File: src/rtl/carry_seq_pkg.sv
package carry_seq_pkg;
  typedef enum logic [1:0] {
    TAG_NONE  = 2'b00,
    TAG_OUT   = 2'b01,
    TAG_IN    = 2'b10,
    TAG_INOUT = 2'b11
  } ctag_e;
endpackage

File: src/rtl/cseq_shadow.sv
module cseq_shadow
  import carry_seq_pkg::*;
#(
  parameter int SLOTS = 8,
  parameter int REG_W = 5,
  localparam int TW = 2 * SLOTS,
  localparam int CW = $clog2(SLOTS + 1)
) (
  input  logic             clk,
  input  logic             rst_n,
  input  logic             in_valid,
  input  logic             in_is_prefix,
  input  logic [REG_W-1:0] pfx_reg,
  input  logic [TW-1:0]    pfx_tags,
  input  logic [CW-1:0]    pfx_count,
  output logic             pfx_load,
  output logic             slot_fire,
  output logic             last_slot,
  output logic             preempt,
  output ctag_e            cur_tag,
  output logic [REG_W-1:0] shadow_reg
);
  logic             active_q, active_d;
  logic [CW-1:0]    left_q, left_d;
  logic [TW-1:0]    tags_q, tags_d;
  logic [REG_W-1:0] reg_q, reg_d;
  logic [CW-1:0]    cnt_clamp;
  logic             upd_en;

  assign pfx_load   = in_valid & in_is_prefix;
  assign slot_fire  = in_valid & ~in_is_prefix & active_q;
  assign preempt    = pfx_load & active_q;
  assign last_slot  = slot_fire & (left_q == CW'(1));
  assign cur_tag    = ctag_e'(tags_q[1:0]);
  assign shadow_reg = reg_q;
  assign cnt_clamp  = (pfx_count > CW'(SLOTS)) ? CW'(SLOTS) : pfx_count;
  assign upd_en     = pfx_load | slot_fire;

  always_comb begin
    active_d = active_q;
    left_d   = left_q;
    tags_d   = tags_q;
    reg_d    = reg_q;
    if (pfx_load) begin
      active_d = (cnt_clamp != '0);
      left_d   = cnt_clamp;
      tags_d   = pfx_tags;
      reg_d    = pfx_reg;
    end else if (slot_fire) begin
      active_d = (left_q != CW'(1));
      left_d   = left_q - CW'(1);
      tags_d   = tags_q >> 2;
    end
  end

  always_ff @(posedge clk or negedge rst_n) begin
    if (!rst_n) begin
      active_q <= 1'b0;
      left_q   <= '0;
      tags_q   <= '0;
      reg_q    <= '0;
    end else if (upd_en) begin
      active_q <= active_d;
      left_q   <= left_d;
      tags_q   <= tags_d;
      reg_q    <= reg_d;
    end
  end


  left_bound_chk: assert property (@(posedge clk) disable iff (!rst_n)
    left_q <= CW'(SLOTS));

  shadow_end_chk: assert property (@(posedge clk) disable iff (!rst_n)
    last_slot |=> !active_q);

  zero_len_chk: assert property (@(posedge clk) disable iff (!rst_n)
    (pfx_load && pfx_count == '0) |=> !active_q);
endmodule

File: src/rtl/cseq_carry.sv
module cseq_carry
  import carry_seq_pkg::*;
#(
  parameter int REG_W = 5
) (
  input  logic             clk,
  input  logic             rst_n,
  input  logic             pfx_load,
  input  logic             slot_fire,
  input  logic             last_slot,
  input  logic             preempt,
  input  ctag_e            cur_tag,
  input  logic [REG_W-1:0] shadow_reg,
  input  logic             ex_cout,
  output logic             cin_en,
  output logic             cin_val,
  output logic             wb_valid,
  output logic [REG_W-1:0] wb_reg,
  output logic             wb_carry
);
  logic [1:0]       tag_bits;
  logic             produce, consume, close;
  logic             pend_q, pend_d, pend_en;
  logic             final_c;
  logic             wbv_q;
  logic [REG_W-1:0] wbr_q;
  logic             wbc_q;

  assign tag_bits = cur_tag;
  assign produce  = slot_fire & tag_bits[0];
  assign consume  = slot_fire & tag_bits[1];
  assign cin_en   = consume;
  assign cin_val  = consume & pend_q;

  assign pend_en  = pfx_load | produce;
  assign pend_d   = pfx_load ? 1'b0 : ex_cout;
  assign close    = last_slot | preempt;
  assign final_c  = (last_slot & produce) ? ex_cout : pend_q;

  always_ff @(posedge clk or negedge rst_n) begin
    if (!rst_n) begin
      pend_q <= 1'b0;
    end else if (pend_en) begin
      pend_q <= pend_d;
    end
  end

  always_ff @(posedge clk or negedge rst_n) begin
    if (!rst_n) begin
      wbv_q <= 1'b0;
      wbr_q <= '0;
      wbc_q <= 1'b0;
    end else begin
      wbv_q <= close;
      if (close) begin
        wbr_q <= shadow_reg;
        wbc_q <= final_c;
      end
    end
  end

  assign wb_valid = wbv_q;
  assign wb_reg   = wbr_q;
  assign wb_carry = wbc_q;


  cin_gate_chk: assert property (@(posedge clk) disable iff (!rst_n)
    !cin_en |-> !cin_val);

  fresh_chain_chk: assert property (@(posedge clk) disable iff (!rst_n)
    pfx_load |=> !pend_q);

  wb_source_chk: assert property (@(posedge clk) disable iff (!rst_n)
    wb_valid |-> $past(close));
endmodule

File: src/rtl/carry_chain_seq.sv
module carry_chain_seq
  import carry_seq_pkg::*;
#(
  parameter int SLOTS = 8,
  parameter int REG_W = 5,
  localparam int TW = 2 * SLOTS,
  localparam int CW = $clog2(SLOTS + 1)
) (
  input  logic             clk,
  input  logic             rst_n,
  input  logic             in_valid,
  input  logic             in_is_prefix,
  input  logic [REG_W-1:0] pfx_reg,
  input  logic [TW-1:0]    pfx_tags,
  input  logic [CW-1:0]    pfx_count,
  input  logic             ex_cout,
  output logic             cin_en,
  output logic             cin_val,
  output logic             wb_valid,
  output logic [REG_W-1:0] wb_reg,
  output logic             wb_carry
);
  logic             pfx_load, slot_fire, last_slot, preempt;
  ctag_e            cur_tag;
  logic [REG_W-1:0] shadow_reg;

  cseq_shadow #(.SLOTS(SLOTS), .REG_W(REG_W)) u_shadow (
    .clk(clk), .rst_n(rst_n), .in_valid(in_valid), .in_is_prefix(in_is_prefix),
    .pfx_reg(pfx_reg), .pfx_tags(pfx_tags), .pfx_count(pfx_count),
    .pfx_load(pfx_load), .slot_fire(slot_fire), .last_slot(last_slot),
    .preempt(preempt), .cur_tag(cur_tag), .shadow_reg(shadow_reg)
  );

  cseq_carry #(.REG_W(REG_W)) u_carry (
    .clk(clk), .rst_n(rst_n), .pfx_load(pfx_load), .slot_fire(slot_fire),
    .last_slot(last_slot), .preempt(preempt), .cur_tag(cur_tag),
    .shadow_reg(shadow_reg), .ex_cout(ex_cout), .cin_en(cin_en),
    .cin_val(cin_val), .wb_valid(wb_valid), .wb_reg(wb_reg), .wb_carry(wb_carry)
  );


  idle_reset_chk: assert property (@(posedge clk) disable iff (!rst_n)
    $rose(rst_n) |-> !wb_valid && !cin_en);
endmodule

File: config.mk
export PLATFORM = sky130hd
export DESIGN_NAME = carry_chain_seq
export DESIGN_NICKNAME = d
export VERILOG_FILES = /design/src/rtl/carry_seq_pkg.sv /design/src/rtl/cseq_shadow.sv /design/src/rtl/cseq_carry.sv /design/src/rtl/carry_chain_seq.sv
export SDC_FILE = /design/constraint.sdc
export NUM_CORES = 1
export LEC_CHECK = 0
export BUFFER_PORTS_ARGS = -buffer_cell sky130_fd_sc_hd__buf_2
export CAP_MARGIN = 0
export CORE_MARGIN = 3
export CORE_UTILIZATION = 41
export DETAILED_ROUTE_END_ITERATION = 16
export PLACE_DENSITY = 0.7
export SYNTH_ARGS = -nofsm -noshare
export SYNTH_HDL_FRONTEND = slang
export SYNTH_SLANG_ARGS = --single-unit
File: constraint.sdc
create_clock -name clk -period 1.9 [get_ports clk]
set_input_delay 0 -clock clk [delete_from_list [all_inputs] [get_ports clk]]
set_output_delay 0 -clock clk [all_outputs]
set_load 0.02 [all_outputs]
# Yosys cells after proc, flatten, opt, wreduce, memory -nomap -nowiden
# Cells that the tools add are included.
[totals]
ff_bits = 34
input_bits = 30
out_inout_bits = 9
wordCells = 38
[classes]
n_addsub = 1
order_cmp = 1
eq_ne = 2
n_mux = 9
bitwise_logic = 13
n_reduce_logical = 4
[ops]
columns = ["op", "n"]
rows = [
  ["$mux 16", 2],
  ["$mux 4", 3],
  ["$and 1x1->1", 9],
  ["$eq 4x1->1 const B", 1],
  ["$gt 4x4->1 const B", 1],
  ["$mux 1", 4],
  ["$ne 4x1->1 const B", 1],
  ["$reduce_and 2->1", 2],
  ["$reduce_bool 4->1", 1],
  ["$sub 4x1->4 const B", 1],
  ["$or 1x1->1", 3],
  ["$reduce_bool 2->1", 1],
  ["$not 1->1", 1],
]

# Logic depth before layout (Yosys ltp)
[logic_depth]
word_depth = 6
depth_mapped = 6
mapped_depth_nobuf = 6

# Cells and area by module
# From an unflattened synthesis, not the netlist that was laid out.
[hier_totals]
hier_cells = 128
area_unflattened_um2 = 1584.0
[by_module_without_submodules]
columns = ["mod", "instances", "cells_per_inst", "area_per_inst_um2", "seq_area_each_um2"]
rows = [
  ["cseq_shadow", 1, 105, 1263.7, 650.6],
  ["cseq_carry", 1, 23, 320.3, 200.2],
]

# Least setup slack after synthesis
# Ideal clock, no wire load.
[synth_timing]
path_kind = "reg-to-reg"
startpoint = "register u_shadow.left_q[0]"
endpoint = "register u_carry.wbr_q[0] (netlist: u_carry.wb_reg[0])"
setup_time_ns = 0.125
t_arrival_ns = 1.288
required_ns = 1.775
setup_slack_ns = 0.487
path_stages_with_launch = 5
n_path_buf = 0
synth_period_minus_slack_ns = 1.413
path_cell_list = "dfrtp_1 ha_1 nor3b_2 o21ai_4 mux2_2"
[synth_between]
elab_chain_cells = 3
[synth_lines]
columns = ["item", "line_no", "text"]
rows = [
  ["start, declared", "cseq_shadow.sv:24", "logic [CW-1:0] left_q, left_d;"],
  ["start signal, assigned", "cseq_shadow.sv:64", "left_q <= left_d;"],
  ["$eq 4x1->1", "cseq_shadow.sv:33", "assign last_slot = slot_fire & (left_q == CW'(1));"],
  ["$and 1x1->1", "cseq_shadow.sv:33", ""],
  ["$or 1x1->1", "cseq_carry.sv:37", "assign close = last_slot | preempt;"],
  ["end signal, assigned", "cseq_carry.sv:56", "wbr_q <= shadow_reg;"],
  ["end, declared", "cseq_carry.sv:26", "logic [REG_W-1:0] wbr_q;"],
]
# No other way between the ends.
# A chain may end at the register's enable or synchronous reset.

# Worst setup path in the final report
# Ends and elaborated chain as after synthesis.

==> metrics.yaml <==
status:
  outcome: "completed"
synth:
  synth_most_common_cell: "dfrtp_1"
  synth_adder_area_share: 0.0157
  synth_mux_area_frac: 0.0541
  yosys_warnings: 0
  synth-seq-cells: 34
  synth_top_family_by_area: "compound AO/OA/AOI/OAI gates"
  synth_area_leaders: "dfrtp_1 53%, a22o_1 14%, nand2_1 4.9%"
  synthSimpleGateAreaFrac: 0.131
  synth-edff-count: 0
  async_flop_share: 1.00
  synth_area_leader_cell: "dfrtp_1"
  netlist_instances: 138
  avgSynthCellArea_um2: 11.6
  synth_compound_area_frac: 0.208
  post_synth_xor_area_fraction: 0.00549
  syn_nets: 170
  synth.top_cells.by_count: "34 x dfrtp_1, 25 x a22o_1, 21 x nand2_1, 7 x o21ai_0"
  seq_area_frac_synth: 0.533
  synth-main-ff-cell: "dfrtp_1"
  synth_cell_type_count: 28
  synthesis.area_um2: 1600
  synth_top_area_frac: 0.533
power_and_ir_drop:
  pwr-share-comb: 0.207
  p_clk_frac: 0.363
  powerDensity_nw_per_um2: 1100
  p_leak_nw: 1.02
  p_seq_frac: 0.430
  p_int_mw: 1.64
  finalPower_mw: 2.24
  switchingPower_uw: 598
  swShare: 0.267
  ir_drop_mv: 0.457
clock_tree:
  cts_made_buffers: 5
  root_buffer: "clkbuf_8"
  cts_tree: "yes"
  worstSkewPairLatency_ps: 280
  cts-htree-levels: 2
  clock_path_buffers: 2
  post-cts-setup-buffer-count: 0
  clock_sinks: 34
  cts.clk_slew.worst_paths_ps: 70
sta:
  min_period_ps: 1520
  hold_violations: 0
  post-route-period-util: 0.800
  worst_slack_ps: 380
  clock_skew_ps: 4.20
  timing.fmax_ghz: 0.658
  finalSetupViolCount: 0
  drv_slew: 0
  rsz0062_at_grt: "no"
  final.setup.tns_ps: 0
  worstMarginPinSlew_ps: 747
  slew_headroom: 0.502
place:
  dpl.cell_count: 216
  io_buffers: 38
  pre_cts_slack_ps: 389
  place_area_um2: 1780
  gp_congestion: 0.835
  place_hpwl_mm: 2.36
drt:
  first_pass_iters: 4
  num_vias: 1241
  drcViolationCount: 0
  wirelength_met1_mm: 1.62
  top_layer: "met4"
  via_per_inst: 5.26
  drt_iter0_markers: 73
  wl_mm: 3.45
  wl_met3_um: 151
  drt-wirelength-per-cell_um: 14.6
  wl_met2_mm: 1.64
  ant_nets: 0
finish:
  drive_above_1_share: 0.298
  instances_no_fill: 236
  finish.instance_area_um2: 2040
  largest_reg_flops: 16
  antenna_cells: 0
  final_nets: 219
  syn_to_final_growth_pct: 28.1
flow_run:
  drv_cap: 0
critical_path:
  worstReg2RegEnd: "u_carry.wb_reg[0]"
  crit_start: "u_shadow.left_q[0]"
  end_kind: "flip-flop"
  critPathArrivalTime_ps: 1690
  path_class: "reg2reg"
  crit_fanout: 8
  rrSetupSlack_ps: 380
  cp.required_ps: 2070
  cp-endpoint: "u_carry.wb_reg[0]"
  reg2regPathDepth: 4
  r2r-start: "u_shadow.left_q[0]"
  crit_path_start_kind: "flip-flop"
global_route:
  grt_pass1_wl_mm: 5.40
  grt_util_all_layers: 0.159
  grt_remaining_overflow: 0
  antenna_found_initial: 0
  first_global_vias: 1148
  grt_max_degree: 35
worst_hold_path:
  hold_class: "in2reg"
floorplan:
  design.die.area_um2: 4680
  dieWidth_um: 68.4
  dieHeight_um: 68.4
  initial_core_util: 0.429
  io-pin-count: 39
  core_um2: 3720
  core.rowCount: 22
==> layout make-up <==
type / instances / area, um^2
timing repair buffer: 50 / 310
tap: 48 / 60.1
sequential: 34 / 851
clock buffer: 6 / 82.6
clock inverter: 2 / 60.1
inverter: 5 / 18.8
fill: 336 / 1670
multi-input combinational: 91 / 661
==> cell families (layout without fill, tap and decap cells) <==
| logic type | Yosys count | after routing |
|---|---|---|
| AO/OA/AOI/OAI | 43 | 43 |
| buffers and inverters | 13 | 63 |
| flip-flops | 34 | 34 |
| AND/OR/NAND/NOR | 37 | 37 |
| multiplexers | 8 | 8 |
| adder cells (fa/ha/maj) | 2 | 2 |
| XOR/XNOR | 1 | 1 |
==> cell usage in the layout (no fill, tap or decap), drive strengths merged <==
cell / instances
nand2: 21
nand3: 4
a22o: 25
nor3b: 1
and2: 3
a21oi: 4
o22ai: 5
and3: 1
nor4b: 1
nand4: 1
o21ai: 8
nor2b: 1
a32o: 1
buf: 38
xor2: 1
inv: 5
dlygate4sd3: 12
bufinv: 2
mux2i: 3
mux2: 5
ha: 2
clkbuf: 6
nor4: 1
dfrtp: 34
nor2: 3
==> critical path, cell delays in order, from the launching register on <==
cell and delay [ps]:
dfrtp_1 420, ha_1 210, nor3b_2 180, o21ai_4 240, mux2_2 370
==> worst min-delay path by stage <==
stage,startpoint,cells after the start,endpoint
floorplan,rst_n,0,u_carry.pend_q
global placement,rst_n,1,u_shadow.tags_q[3]
detailed placement,rst_n,1,u_shadow.tags_q[5]
CTS,pfx_tags[1],3,u_shadow.tags_q[1]
global route,pfx_tags[0],3,u_shadow.tags_q[0]
finish,pfx_tags[0],3,u_shadow.tags_q[0]
==> power by group through the flow <==
stage,logic (mW),clock network [mW],registers (mW)
2_1_floorplan,0.268,0,1.01
5_1_grt,0.514,0.863,0.983
3_5_place_dp,0.448,0,0.975
3_3_place_gp,0.434,0,0.969
6_report,0.465,0.813,0.963
4_1_cts,0.470,0.832,0.962
==> layer usage <==
| metal | GRT usage | vias up |
|---|---|---|
| met3 | 0.0443 | 4 |
| li1 | - | 600 |
| met2 | 0.248 | 33 |
| met1 | 0.212 | 604 |
| met5 | 0 | - |
| met4 | 0.0521 | 0 |
==> metrics by stage <==
step                utilization  hold WS (ps)
global route              0.550          24.8
floorplan                     -          -296
global placement          0.479          96.6
CTS                       0.550          9.93
finish                    0.550          11.8
detailed placement        0.479           105
==> timing repair <==
| action | in CTS | in global routing |
|---|---|---|
| gates resized for setup | 0 | 0 |
| hold buffers | 12 | 0 |
| endpoints found under the hold margin | 45 | 0 |
No activity file was read; power rests on OpenSTA's default activity.
